### config.mk
export PLATFORM = sky130hd
export DESIGN_NAME = xfer_unit
export DESIGN_NICKNAME = d
export VERILOG_FILES = /design/src/rtl/xfer_unit.sv
export SDC_FILE = /design/constraint.sdc
export NUM_CORES = 1
export LEC_CHECK = 0
export BUFFER_PORTS_ARGS = -buffer_cell sky130_fd_sc_hd__buf_2
export CORE_MARGIN = 4
export CORE_UTILIZATION = 61
export CTS_CLUSTER_SIZE = 24
export DETAILED_ROUTE_END_ITERATION = 10
export PLACE_DENSITY_LB_ADDON = 0.2
export SLEW_MARGIN = 20
export SYNTH_ARGS = -nofsm -noshare
export SYNTH_HDL_FRONTEND = slang
export SYNTH_SLANG_ARGS = --single-unit
### constraint.sdc
create_clock -name clk -period 6.3 [get_ports clk]
set_input_delay 0.63 -clock clk [delete_from_list [all_inputs] [get_ports clk]]
set_output_delay 0.63 -clock clk [all_outputs]
set_load 0.02 [all_outputs]
### src/rtl/xfer_unit.sv
module xfer_unit #(
  parameter int BW = 8,
  localparam int WW = 2 * BW
) (
  input  logic          clk,
  input  logic          rst_n,
  input  logic [2:0]    op,
  input  logic [2:0]    src_sel,
  input  logic [2:0]    dst_sel,
  input  logic [WW-1:0] ld_data,
  output logic [BW-1:0] acc_a,
  output logic [BW-1:0] acc_b,
  output logic [WW-1:0] acc_d,
  output logic [WW-1:0] idx_x,
  output logic [WW-1:0] idx_y,
  output logic [WW-1:0] stk_p,
  output logic          flag_n,
  output logic          flag_z,
  output logic          flag_v
);
  localparam logic [2:0] OP_LOAD = 3'd1;
  localparam logic [2:0] OP_TFR  = 3'd2;
  localparam logic [2:0] OP_EXG  = 3'd3;
  localparam logic [2:0] OP_SEX  = 3'd4;
  localparam logic [2:0] OP_TAB  = 3'd5;
  localparam logic [2:0] OP_TBA  = 3'd6;

  localparam logic [2:0] R_A  = 3'd0;
  localparam logic [2:0] R_B  = 3'd1;
  localparam logic [2:0] R_D  = 3'd2;
  localparam logic [2:0] R_X  = 3'd3;
  localparam logic [2:0] R_Y  = 3'd4;
  localparam logic [2:0] R_SP = 3'd5;

  logic [BW-1:0] ra, rb, na, nb;
  logic [WW-1:0] rx, ry, rs, nx, ny, ns;
  logic          fn, fz, fv, nfn, nfz, nfv;

  logic          wen [2];
  logic [2:0]    wsel [2];
  logic [WW-1:0] wval [2];
  logic [WW-1:0] src_raw, dst_raw;

  function automatic logic narrow(input logic [2:0] s);
    return (s == R_A) || (s == R_B);
  endfunction

  function automatic logic valid(input logic [2:0] s);
    return s <= R_SP;
  endfunction

  function automatic logic [WW-1:0] widen_signed(input logic [BW-1:0] v);
    return {{BW{v[BW-1]}}, v};
  endfunction

  always_comb begin
    case (src_sel)
      R_A:     src_raw = {{BW{1'b0}}, ra};
      R_B:     src_raw = {{BW{1'b0}}, rb};
      R_D:     src_raw = {ra, rb};
      R_X:     src_raw = rx;
      R_Y:     src_raw = ry;
      R_SP:    src_raw = rs;
      default: src_raw = '0;
    endcase
    case (dst_sel)
      R_A:     dst_raw = {{BW{1'b0}}, ra};
      R_B:     dst_raw = {{BW{1'b0}}, rb};
      R_D:     dst_raw = {ra, rb};
      R_X:     dst_raw = rx;
      R_Y:     dst_raw = ry;
      R_SP:    dst_raw = rs;
      default: dst_raw = '0;
    endcase
  end

  wire pair_ok  = valid(src_sel) && valid(dst_sel);
  wire up_width = narrow(src_sel) && !narrow(dst_sel);

  always_comb begin
    wen[0] = 1'b0; wsel[0] = dst_sel; wval[0] = '0;
    wen[1] = 1'b0; wsel[1] = src_sel; wval[1] = '0;
    case (op)
      OP_LOAD: begin
        wen[0]  = valid(dst_sel);
        wval[0] = ld_data;
      end
      OP_TFR: begin
        wen[0]  = pair_ok;
        wval[0] = up_width ? widen_signed(src_raw[BW-1:0]) : src_raw;
      end
      OP_EXG: begin
        wen[0]  = pair_ok;
        wval[0] = src_raw;
        wen[1]  = pair_ok;
        wval[1] = dst_raw;
      end
      OP_SEX: begin
        wen[0]  = pair_ok && up_width;
        wval[0] = widen_signed(src_raw[BW-1:0]);
      end
      OP_TAB: begin
        wen[0]  = 1'b1;
        wsel[0] = R_B;
        wval[0] = {{BW{1'b0}}, ra};
      end
      OP_TBA: begin
        wen[0]  = 1'b1;
        wsel[0] = R_A;
        wval[0] = {{BW{1'b0}}, rb};
      end
      default: ;
    endcase
  end

  always_comb begin
    na = ra; nb = rb; nx = rx; ny = ry; ns = rs;
    for (int pass = 0; pass < 2; pass++) begin
      for (int p = 0; p < 2; p++) begin
        if (wen[p] && (narrow(wsel[p]) == (pass == 1))) begin
          case (wsel[p])
            R_A:     na = wval[p][BW-1:0];
            R_B:     nb = wval[p][BW-1:0];
            R_D:     {na, nb} = wval[p];
            R_X:     nx = wval[p];
            R_Y:     ny = wval[p];
            R_SP:    ns = wval[p];
            default: ;
          endcase
        end
      end
    end
  end

  always_comb begin
    nfn = fn; nfz = fz; nfv = fv;
    if (op == OP_TAB) begin
      nfn = ra[BW-1]; nfz = (ra == '0); nfv = 1'b0;
    end else if (op == OP_TBA) begin
      nfn = rb[BW-1]; nfz = (rb == '0); nfv = 1'b0;
    end
  end

  always_ff @(posedge clk) begin
    if (!rst_n) begin
      ra <= '0; rb <= '0; rx <= '0; ry <= '0; rs <= '0;
      fn <= 1'b0; fz <= 1'b0; fv <= 1'b0;
    end else begin
      ra <= na; rb <= nb; rx <= nx; ry <= ny; rs <= ns;
      fn <= nfn; fz <= nfz; fv <= nfv;
    end
  end

  assign acc_a  = ra;
  assign acc_b  = rb;
  assign acc_d  = {ra, rb};
  assign idx_x  = rx;
  assign idx_y  = ry;
  assign stk_p  = rs;
  assign flag_n = fn;
  assign flag_z = fz;
  assign flag_v = fv;
endmodule

Word level (Yosys, flattened, before mapping) --
Cells that the tools add are included.
Storage, ports and cells: register bits 66, input port bits 27, output and inout bits 83, word-level logic and storage cells 105
Operators by class: magnitude comparators 2, equal/unequal tests 21, mux-type cells 52, bitwise operators 2, reductions and logical operators 21
Operator list (count):
- 2-to-1 mux 16 bit | 26
- case mux 16 bit (6 select lines) | 3
- 2-to-1 mux 8 bit | 12
- case mux 8 bit (2 select lines) | 4
- == test 3 bit (second input constant) | 9
- == test 3 x 2 -> 1 bit (second input constant) | 8
- zero test 8 bit | 2
- == test 3 x 1 -> 1 bit (second input constant) | 4
- zero test 3 bit | 3
- OR reduction 2 bit | 4
- logical AND 1 bit | 7
- <= comparator 3 bit (second input constant) | 2
- case mux 3 bit (2 select lines) | 1
- 2-to-1 mux 1 bit | 5
- case mux 1 bit (4 select lines) | 1
- logical OR 1 bit | 3
- NOT 1 bit | 2
- nonzero test 2 bit | 1
- zero test 1 bit | 1

Longest topological paths before layout --
Gate-level depths: netlist of run 1.
depth in word-level cells 14, mapped depth 10, depth with buffers taken out 6

Worst setup path after synthesis of run 1 --
Ideal clock, no wire load.
path type input -> register, from input dst_sel[2], to register rx[10], in the netlist idx_x[10], library setup time 0.136 ns, arrival time 2.261 ns, slack 3.903 ns, cell stages on the path 9, path buffers 4, path through buf_2 and2b_1 buf_4 and2_1 buf_2 a21boi_2 buf_2 mux2i_1 o22ai_1
On the way: cells in the longest elaborated chain, start to end 14
RTL lines:
- start: declaration | RTL line 9 | input logic [2:0] dst_sel,
- == test 3 x 1 -> 1 bit / zero test 3 bit (equally long branches) | RTL line 45, 66
- logical OR 1 bit | RTL line 45 | return (s == R_A) || (s == R_B);
- zero test 1 bit | RTL line 78 | wire up_width = narrow(src_sel) && !narrow(dst_sel);
- logical AND 1 bit | RTL line 78
- 2-to-1 mux 16 bit / logical AND 1 bit (equally long branches) | RTL line 90, 99
- case mux 16 bit (6 select lines) / case mux 1 bit (4 select lines) (equally long branches) | RTL line 83 | case (op)
- 2-to-1 mux 16 bit / logical AND 1 bit (equally long branches) | RTL line 121, 120
- 2-to-1 mux 16 bit | RTL line 120 | if (wen[p] && (narrow(wsel[p]) == (pass == 1))) begin
- 2-to-1 mux 16 bit | RTL line 121 | case (wsel[p])
- 2-to-1 mux 16 bit | RTL line 120
- 2-to-1 mux 16 bit | RTL line 121
- 2-to-1 mux 16 bit | RTL line 120
- 2-to-1 mux 16 bit | RTL line 121
- 2-to-1 mux 16 bit (*) | RTL line 120
- end signal: assignment | RTL line 149 | ra <= na; rb <= nb; rx <= nx; ry <= ny; rs <= ns;
- end: declaration | RTL line 36 | logic [WW-1:0] rx, ry, rs, nx, ny, ns;
Every way passes the cells marked *; elsewhere a longest branch is shown, timed or not. A chain may end at the register's enable or synchronous reset.

Worst setup path after layout of run 1 --
from input dst_sel[1], to register rx[7], in the netlist idx_x[7]
On the way: cells in the longest elaborated chain, start to end 14
RTL lines (RTL line):
- branches (longest 13 deep; another with <= comparator 3 bit)
- 2-to-1 mux 16 bit (*) | 120
Mark *: on every way between the ends.

==> reports/summary.json, run 1 <==
{
  "run_status": {"value": "finished, final reports clean"},
  "syn_area_per_cell": {"value": 8.02, "unit": "um^2"},
  "postCtsResizedCells": {"value": 0},
  "ctsHoldBuffers": {"value": 0},
  "area_growth": {"value": 10.6, "unit": "%"},
  "placement.io_buffers": {"value": 108},
  "power.density_cell_area": {"value": 178, "unit": "mW/mm^2"},
  "worstMarginPinSlew": {"value": 1050, "unit": "ps"},
  "finalClockSkew": {"value": 12.9, "unit": "ps"},
  "clock_tree.htree_level_count": {"value": 3},
  "cap_viol_max_count": {"value": 0},
  "num-nets-final": {"value": 764},
  "finish.cell_count_without_fillers": {"value": 850},
  "final.min_clock_period": {"value": 3320, "unit": "ps"},
  "synth.lib_cells_used.distinct": {"value": 74},
  "regToRegSetupSlack": {"value": 3820, "unit": "ps"},
  "numPlacedInstances": {"value": 834},
  "synth.ff_latch_count": {"value": 66},
  "place.gp.congestion": {"value": 1.10},
  "drt-pass1-iter-count": {"value": 6},
  "worstPathArrival": {"value": 3590, "unit": "ps"},
  "antenna_violations_before_repair": {"value": 0},
  "synth_cells": {"value": 683},
  "hp-class": {"value": "register to register"},
  "routed-via-count": {"value": 6293},
  "start_util": {"value": 62.8, "unit": "%"},
  "clkSinkCount": {"value": 66},
  "timing.critical_path.fanout_max": {"value": 20},
  "clk_path_buf_depth": {"value": 2},
  "setup.worst_path.end_class": {"value": "register"},
  "globalRoute.totalOverflow": {"value": 0},
  "worst_path_dominant_cell_family": {"value": "simple AND/OR/NAND/NOR gates"},
  "cts_made_buffers": {"value": 9},
  "clock_tree_from_tritoncts": {"value": "yes"},
  "core_area": {"value": 0.00872, "unit": "mm^2"},
  "cp_cell_sequence": {"value": "buf_2 -> and2b_1 -> and2_1 -> a21boi_2 -> buf_4 -> nor2_1 -> a211o_1 -> a21boi_0"},
  "swShare": {"value": 31.6, "unit": "%"},
  "grt_max_degree": {"value": 55},
  "die_width": {"value": 103, "unit": "um"},
  "insertion_delay": {"value": 350, "unit": "ps"},
  "critical_path.startpoint_type": {"value": "input port"},
  "wl_per_cell": {"value": 25.2, "unit": "um"},
  "number_of_cells_traversed_by_the_worst_register_to_register_path": {"value": 6},
  "boundaryPins": {"value": 110},
  "finalCritPeriodShare": {"value": 52.6, "unit": "%"},
  "final_core_utilization": {"value": 69.4, "unit": "%"},
  "synth-warning-count": {"value": 0},
  "worstPathBufferInverterCount": {"value": 2},
  "drive_gt1_share": {"value": 23.0, "unit": "%"},
  "combPwrFrac": {"value": 19.0, "unit": "%"},
  "mappedNetlistArea": {"value": 0.00548, "unit": "mm^2"},
  "clk_transition_reported_paths": {"value": 80, "unit": "ps"},
  "share_seq_of_total_power": {"value": 40.5, "unit": "%"},
  "ant_nets": {"value": 0},
  "max_slew_margin": {"value": 29.7, "unit": "%"},
  "die_area": {"value": 0.0106, "unit": "mm^2"},
  "detail_route.iter0.violations": {"value": 836},
  "critical_path.slowest_cell": {"value": "sky130_fd_sc_hd__a21boi_2"},
  "num_rows": {"value": 34},
  "launch_instance_of_the_worst_register_to_register_path": {"value": "acc_a[7]"},
  "setup_viol_count_final": {"value": 0},
  "die_h": {"value": 103, "unit": "um"},
  "max_freq": {"value": 301, "unit": "MHz"},
  "netSwitchingPower": {"value": 0.000341, "unit": "W"},
  "n_antenna_cell": {"value": 0},
  "required": {"value": 6580, "unit": "ps"},
  "max-vdd-ir-drop": {"value": 0.207, "unit": "mV"},
  "critical-path-max-stage-delay": {"value": 650, "unit": "ps"},
  "grt_setup_unrepaired": {"value": "false"},
  "seq_area_frac_synth": {"value": 24.1, "unit": "%"},
  "min_delay_startpoint": {"value": "flag_n"},
  "synth_nets": {"value": 710},
  "hold_end": {"value": "flag_n"},
  "layout_setup_ws": {"value": 2980, "unit": "ps"},
  "grt_first_pass_wirelength": {"value": 32500, "unit": "um"},
  "crit_start": {"value": "dst_sel[1]"},
  "destination_of_the_worst_register_to_register_timing_path": {"value": "idx_x[11]"},
  "cts_root_buffer": {"value": "sky130_fd_sc_hd__clkbuf_8"},
  "cts_setup_buffers": {"value": 0},
  "grt_pass1_vias": {"value": 5794},
  "power_leakage": {"value": 2.36, "unit": "nW"},
  "synth_top_flop_cell": {"value": "sky130_fd_sc_hd__dfxtp_1"},
  "drt_drc_violations_left": {"value": 0},
  "setup_total_negative_slack": {"value": 0, "unit": "ps"},
  "synthArstFlopShare": {"value": 0, "unit": "%"},
  "gr-usage-all-layers": {"value": 40.3, "unit": "%"},
  "timing.final.max_slew_violations": {"value": 0},
  "total_wire_length": {"value": 21400, "unit": "um"},
  "estimated_wirelength_of_the_detail_placed_design": {"value": 15200, "unit": "um"},
  "crit_type": {"value": "input port to register"},
  "via_count_normalized_by_instance_count": {"value": 7.40},
  "num-fill-cells": {"value": 696},
  "power.internal": {"value": 0.000737, "unit": "W"},
  "clock_power_share": {"value": 40.5, "unit": "%"},
  "preCtsSetupSlack": {"value": 2820, "unit": "ps"},
  "worst-path-stages": {"value": 8},
  "worstHoldPathCells": {"value": 1},
  "synth_enable_flop_cells": {"value": 0},
  "final-hold-violation-count": {"value": 0}
}
## registers in the layout, summed over array words and instances, names as in the netlist
register / flops
idx_y: 16
flag_z: 1
idx_x: 16
acc_a: 8
acc_b: 8
flag_n: 1
stk_p: 16
## layout make-up
| type | count | area [um^2] | share of cell area (%) |
|---|---|---|---|
| Clock inverter | 5 | 83.8 | 1.38 |
| Sequential cell | 66 | 1320 | 21.8 |
| Tap cell | 108 | 135 | 2.23 |
| Inverter | 7 | 26.3 | 0.434 |
| Timing Repair Buffer | 115 | 593 | 9.79 |
| Clock buffer | 11 | 151 | 2.50 |
| Multi-Input combinational cell | 538 | 3740 | 61.8 |
## placed cells by master, fill, tap and decap left out, drive strengths merged, types with 15 or more instances in the layout
| cell type | n |
|---|---|
| buf | 115 |
| a221oi | 18 |
| a21oi | 41 |
| mux2i | 38 |
| o21a | 36 |
| o21ai | 33 |
| dfxtp | 66 |
| a211oi | 15 |
| nand2 | 42 |
| o22ai | 23 |
| nor2 | 78 |
| mux2 | 21 |
| a22oi | 20 |
## synth_stat cells (4+ instances only)
master | count | area (um^2)
sky130_fd_sc_hd__nand3_1 | 7 | 35.0
sky130_fd_sc_hd__a211o_1 | 5 | 43.8
sky130_fd_sc_hd__nor4b_1 | 4 | 35.0
sky130_fd_sc_hd__a221oi_1 | 16 | 140
sky130_fd_sc_hd__a22o_1 | 14 | 123
sky130_fd_sc_hd__a221o_1 | 13 | 130
sky130_fd_sc_hd__nand2b_1 | 8 | 50.1
sky130_fd_sc_hd__mux2i_1 | 38 | 380
sky130_fd_sc_hd__a21boi_1 | 5 | 37.5
sky130_fd_sc_hd__buf_2 | 22 | 110
sky130_fd_sc_hd__mux2_2 | 21 | 236
sky130_fd_sc_hd__o21a_1 | 36 | 270
sky130_fd_sc_hd__dfxtp_1 | 66 | 1320
sky130_fd_sc_hd__and2_1 | 4 | 25.0
sky130_fd_sc_hd__a211oi_1 | 13 | 97.6
sky130_fd_sc_hd__clkbuf_1 | 25 | 93.8
sky130_fd_sc_hd__a31oi_1 | 5 | 31.3
sky130_fd_sc_hd__nand2_1 | 42 | 158
sky130_fd_sc_hd__inv_1 | 7 | 26.3
sky130_fd_sc_hd__o21ai_0 | 30 | 150
sky130_fd_sc_hd__o32a_1 | 5 | 50.1
sky130_fd_sc_hd__nor3_1 | 9 | 45.0
sky130_fd_sc_hd__buf_4 | 19 | 143
sky130_fd_sc_hd__o22ai_1 | 23 | 144
sky130_fd_sc_hd__a21boi_0 | 4 | 30.0
sky130_fd_sc_hd__nor2_1 | 77 | 289
sky130_fd_sc_hd__a21oi_1 | 40 | 200
sky130_fd_sc_hd__or2_2 | 4 | 25.0
sky130_fd_sc_hd__a32o_1 | 4 | 40.0
sky130_fd_sc_hd__o221ai_1 | 7 | 61.3
sky130_fd_sc_hd__nor2b_1 | 12 | 75.1
sky130_fd_sc_hd__o211a_1 | 6 | 60.1
sky130_fd_sc_hd__nor4_1 | 4 | 25.0
sky130_fd_sc_hd__and3b_1 | 4 | 35.0
sky130_fd_sc_hd__a22oi_1 | 20 | 150
sky130_fd_sc_hd__nor3b_1 | 6 | 45.0
## cells by family after synthesis
group | after synthesis | synth area share (%)
other | 1 | 0.0685
muxes | 59 | 11.3
DFF | 66 | 24.1
xor gates and xnor gates | 3 | 0.480
and+or+nand+nor | 197 | 18.0
buffers and inverters | 79 | 7.51
AOI/OAI and AO/OA | 278 | 38.5
## metrics by stage
stage	area [um^2]	hold WS (ps)	power, W
CTS	6060	510	0.00107
floorplan	5480	581	0.000585
detailed placement	5820	494	0.000642
global route	6060	539	0.00110
finish	6060	507	0.00108
global placement	5820	483	0.000638
## how the worst max path moves through the flow
| stage | endpoint | slack [ps] |
|---|---|---|
| 2_1_floorplan | idx_x[10] | 3900 |
| 3_3_place_gp | idx_x[2] | 2880 |
| 3_5_place_dp | idx_x[7] | 2820 |
| 4_1_cts | idx_x[7] | 3170 |
| 5_1_grt | idx_x[4] | 2970 |
| 6_report | idx_x[7] | 2980 |
## per-layer routing
layer | vias up | GRT usage (%) | wire [um]
met1 | 2864 | 52.6 | 7790
li1 | 2724 | - | -
met3 | 127 | 10.7 | 3190
met5 | - | 0 | 0
met4 | 0 | 19.4 | 1160
met2 | 578 | 61.8 | 9290
## power groups by stage
stage,Sequential [W],Combinational [W],Clock [W]
CTS,0.000436,0.000197,0.000435
global route,0.000437,0.000215,0.000450
floorplan,0.000453,0.000131,0
finish,0.000437,0.000205,0.000436
detailed placement,0.000446,0.000196,0
global placement,0.000445,0.000193,0
No activity file was read; power rests on OpenSTA's default activity.
==> run 2, diff against run 1 <==
- CORE_UTILIZATION: 61 -> 57
- clock period: 6.3 -> 3.39 ns (I/O delays scaled with it)
==> reports/summary.json, run 2 (synthesis gave the netlist of run 1 again) <==
{
  "run_status": {"value": "finished, final reports clean", "change": "unchanged"},
  "critical-path-max-stage-delay": {"value": 510, "unit": "ps", "change": "was 650 ps"},
  "area_growth": {"value": 13.3, "unit": "%", "change": "was 10.6%"},
  "crit_type": {"value": "input port to register", "change": "unchanged"},
  "regToRegSetupSlack": {"value": 960, "unit": "ps", "change": "was 3820 ps"},
  "num-nets-final": {"value": 780, "change": "was 764"},
  "cts_setup_buffers": {"value": 0, "change": "unchanged"},
  "wl_met1": {"value": 8550, "unit": "um", "change": "was 7790 um"},
  "setup_viol_count_final": {"value": 0, "change": "unchanged"},
  "netSwitchingPower": {"value": 0.000659, "unit": "W", "change": "was 0.000341 W"},
  "ant_nets": {"value": 0, "change": "unchanged"},
  "totalPowerFinal": {"value": 0.00202, "unit": "W", "change": "was 0.00108 W"},
  "critical_path.endpoint": {"value": "acc_a[0]", "change": "was idx_x[7]"},
  "max_freq": {"value": 403, "unit": "MHz"},
  "combPwrFrac": {"value": 19.5, "unit": "%", "change": "was 19.0%"},
  "power.density_cell_area": {"value": 325, "unit": "mW/mm^2", "change": "was 178 mW/mm^2"},
  "setup.worst_path.end_class": {"value": "register", "change": "unchanged"},
  "die_h": {"value": 106, "unit": "um", "change": "was 103 um"},
  "route.top_layer_used": {"value": "met4", "change": "unchanged"},
  "critical_path.startpoint_type": {"value": "input port", "change": "unchanged"},
  "grt_setup_unrepaired": {"value": "false", "change": "unchanged"},
  "final.min_clock_period": {"value": 2480, "unit": "ps"},
  "swShare": {"value": 32.6, "unit": "%", "change": "was 31.6%"},
  "worstPathArrival": {"value": 2760, "unit": "ps", "change": "was 3590 ps"},
  "power_leakage": {"value": 2.44, "unit": "nW", "change": "was 2.36 nW"},
  "worstMarginPinSlew": {"value": 897, "unit": "ps", "change": "was 1050 ps"},
  "drt-pass1-iter-count": {"value": 7, "change": "was 6"},
  "multi_input_area": {"value": 0.00374, "unit": "mm^2", "change": "unchanged"},
  "destination_of_the_worst_register_to_register_timing_path": {"value": "acc_b[7]", "change": "was idx_x[11]"},
  "cp_cell_sequence": {"value": "buf_2 -> nor2b_1 -> o21ai_0 -> a221oi_4 -> a21oi_1 -> or2_0 -> o221ai_1", "change": "was buf_2 -> and2b_1 -> and2_1 -> a21boi_2 -> buf_4 -> nor2_1 -> a211o_1 -> a21boi_0"},
  "num_rows": {"value": 35, "change": "was 34"},
  "required": {"value": 3670, "unit": "ps", "change": "was 6580 ps"},
  "layout_setup_ws": {"value": 910, "unit": "ps", "change": "was 2980 ps"},
  "mostFrequentLayoutCell": {"value": "sky130_fd_sc_hd__buf_2", "change": "unchanged"},
  "critical_path.slowest_cell": {"value": "sky130_fd_sc_hd__a221oi_4", "change": "was sky130_fd_sc_hd__a21boi_2"},
  "timing.critical_path.fanout_max": {"value": 26, "change": "was 20"},
  "grt_first_pass_wirelength": {"value": 33500, "unit": "um", "change": "was 32,500 um"},
  "die_width": {"value": 106, "unit": "um", "change": "was 103 um"},
  "wl_per_cell": {"value": 25.2, "unit": "um", "change": "about the same"},
  "postCtsResizedCells": {"value": 0, "change": "unchanged"},
  "max-vdd-ir-drop": {"value": 0.226, "unit": "mV", "change": "was 0.207 mV"},
  "detail_route.iter0.violations": {"value": 801, "change": "was 836"},
  "drt_drc_violations_left": {"value": 0, "change": "unchanged"},
  "numPlacedInstances": {"value": 871, "change": "was 834"},
  "routed-wl-met3": {"value": 3040, "unit": "um", "change": "was 3190 um"},
  "core_area": {"value": 0.00928, "unit": "mm^2", "change": "was 0.00872 mm^2"},
  "start_util": {"value": 59.0, "unit": "%", "change": "was 62.8%"},
  "clock_power_share": {"value": 40.3, "unit": "%", "change": "was 40.5%"},
  "finalClockSkew": {"value": 13.3, "unit": "ps", "change": "was 12.9 ps"},
  "preCtsSetupSlack": {"value": 702, "unit": "ps", "change": "was 2820 ps"},
  "via_count_normalized_by_instance_count": {"value": 7.16, "change": "was 7.40"},
  "num-fill-cells": {"value": 826, "change": "was 696"},
  "drive_gt1_share": {"value": 24.5, "unit": "%", "change": "was 23.0%"},
  "cts_root_buffer": {"value": "sky130_fd_sc_hd__clkbuf_8", "change": "unchanged"},
  "amount_of_wire_on_met2_after_detailed_routing": {"value": 9890, "unit": "um", "change": "was 9290 um"},
  "gr-usage-all-layers": {"value": 37.8, "unit": "%", "change": "was 40.3%"},
  "grt_max_degree": {"value": 40, "change": "was 55"},
  "whs": {"value": 398, "unit": "ps", "change": "was 507 ps"},
  "power.internal": {"value": 0.00136, "unit": "W", "change": "was 0.000737 W"},
  "final-hold-violation-count": {"value": 0, "change": "unchanged"},
  "max_slew_margin": {"value": 40.2, "unit": "%", "change": "was 29.7%"},
  "timing.final.max_slew_violations": {"value": 0, "change": "unchanged"},
  "globalRoute.totalOverflow": {"value": 0, "change": "unchanged"},
  "area.sequential": {"value": 0.00132, "unit": "mm^2", "change": "unchanged"},
  "share_seq_of_total_power": {"value": 40.2, "unit": "%", "change": "was 40.5%"},
  "insertion_delay": {"value": 370, "unit": "ps", "change": "was 350 ps"},
  "placement.io_buffers": {"value": 108, "change": "unchanged"},
  "antenna_violations_before_repair": {"value": 0, "change": "unchanged"},
  "number_of_cells_traversed_by_the_worst_register_to_register_path": {"value": 6, "change": "unchanged"},
  "clk_transition_reported_paths": {"value": 80, "unit": "ps", "change": "about the same"},
  "clkSinkCount": {"value": 66, "change": "unchanged"},
  "boundaryPins": {"value": 110, "change": "unchanged"},
  "cts_made_buffers": {"value": 9, "change": "unchanged"},
  "estimated_wirelength_of_the_detail_placed_design": {"value": 15800, "unit": "um", "change": "was 15,200 um"},
  "clock_tree.htree_level_count": {"value": 3, "change": "unchanged"},
  "ctsHoldBuffers": {"value": 0, "change": "unchanged"},
  "finish.cell_count_without_fillers": {"value": 887, "change": "was 850"},
  "grt_pass1_vias": {"value": 5783, "change": "was 5,794"},
  "crit_start": {"value": "op[2]", "change": "was dst_sel[1]"},
  "clock_tree_from_tritoncts": {"value": "yes", "change": "unchanged"},
  "total_wire_length": {"value": 22300, "unit": "um", "change": "was 21,400 um"},
  "finalCritPeriodShare": {"value": 73.2, "unit": "%"},
  "final_cell_mix": {"value": "sky130_fd_sc_hd__buf_2 (108), sky130_fd_sc_hd__nor2_1 (77), sky130_fd_sc_hd__dfxtp_1 (66)", "change": "unchanged"},
  "launch_instance_of_the_worst_register_to_register_path": {"value": "acc_a[7]", "change": "unchanged"},
  "die_area": {"value": 0.0112, "unit": "mm^2", "change": "was 0.0106 mm^2"},
  "place.gp.congestion": {"value": 1.02, "change": "was 1.10"},
  "cap_viol_max_count": {"value": 0, "change": "unchanged"},
  "clk_path_buf_depth": {"value": 2, "change": "unchanged"},
  "hp-class": {"value": "input port to register", "change": "was register to register"},
  "n_antenna_cell": {"value": 0, "change": "unchanged"},
  "routed-via-count": {"value": 6353, "change": "was 6,293"},
  "setup_total_negative_slack": {"value": 0, "unit": "ps", "change": "unchanged"}
}
-- run 2: cell types whose count changed in the layout (fill, tap and decap cells not counted), sizes merged --
| cell | delta |
|---|---|
| clkinvlp | -2 |
| clkinv | +2 |
| buf | +16 |
-- run 2: area by class of cell --
cell class,count,share of cell area (%)
Inverter,7,0.423
Sequential cell,66,21.3
Clock inverter,5,1.39
Multi-Input combinational cell,538,60.3
Clock buffer,11,2.28
Tap cell,129,2.60
Timing Repair Buffer,131,11.7
-- run 2: worst min path at each step --
stage | start | endpoint | slack (ps) | cells past startpoint
final | rst_n | idx_x[11] | 400 | 2
after global routing | rst_n | stk_p[11] | 390 | 2
after CTS | rst_n | idx_x[11] | 380 | 2
after detailed placement | flag_n | flag_n | 530 | 1
after global placement | flag_n | flag_n | 480 | 1
after floorplan | acc_b[5] | acc_b[5] | 580 | 2
-- run 2: power by group through the flow --
stage | Sequential (W) | Combinational (W) | Clock, W
5_1_grt | 0.000814 | 0.000408 | 0.000847
3_5_place_dp | 0.000829 | 0.000376 | 0
6_report | 0.000812 | 0.000394 | 0.000813
4_1_cts | 0.000811 | 0.000378 | 0.000808
2_1_floorplan | 0.000842 | 0.000244 | 0
3_3_place_gp | 0.000828 | 0.000371 | 0
-- run 2: metrics by stage --
stage / utilization (%) / cell area (um^2)
after CTS: 66.9 / 6210
after detailed placement: 64.4 / 5980
after floorplan: - / 5480
after global routing: 66.9 / 6210
after global placement: 64.4 / 5980
final: 66.9 / 6210
-- run 2: layer usage --
layer  vias up  global-route usage (%)
met2       557                    58.5
met3        84                    9.65
met4         0                    14.6
li1       2755                       -
met1      2957                    50.5
met5         -                       0
-- run 2: critical path: cells and delay by family --
family / cells / cell delay (ps)
compound gates: 4 / 1190
simple gates: 2 / 800
buf+inv: 1 / 430
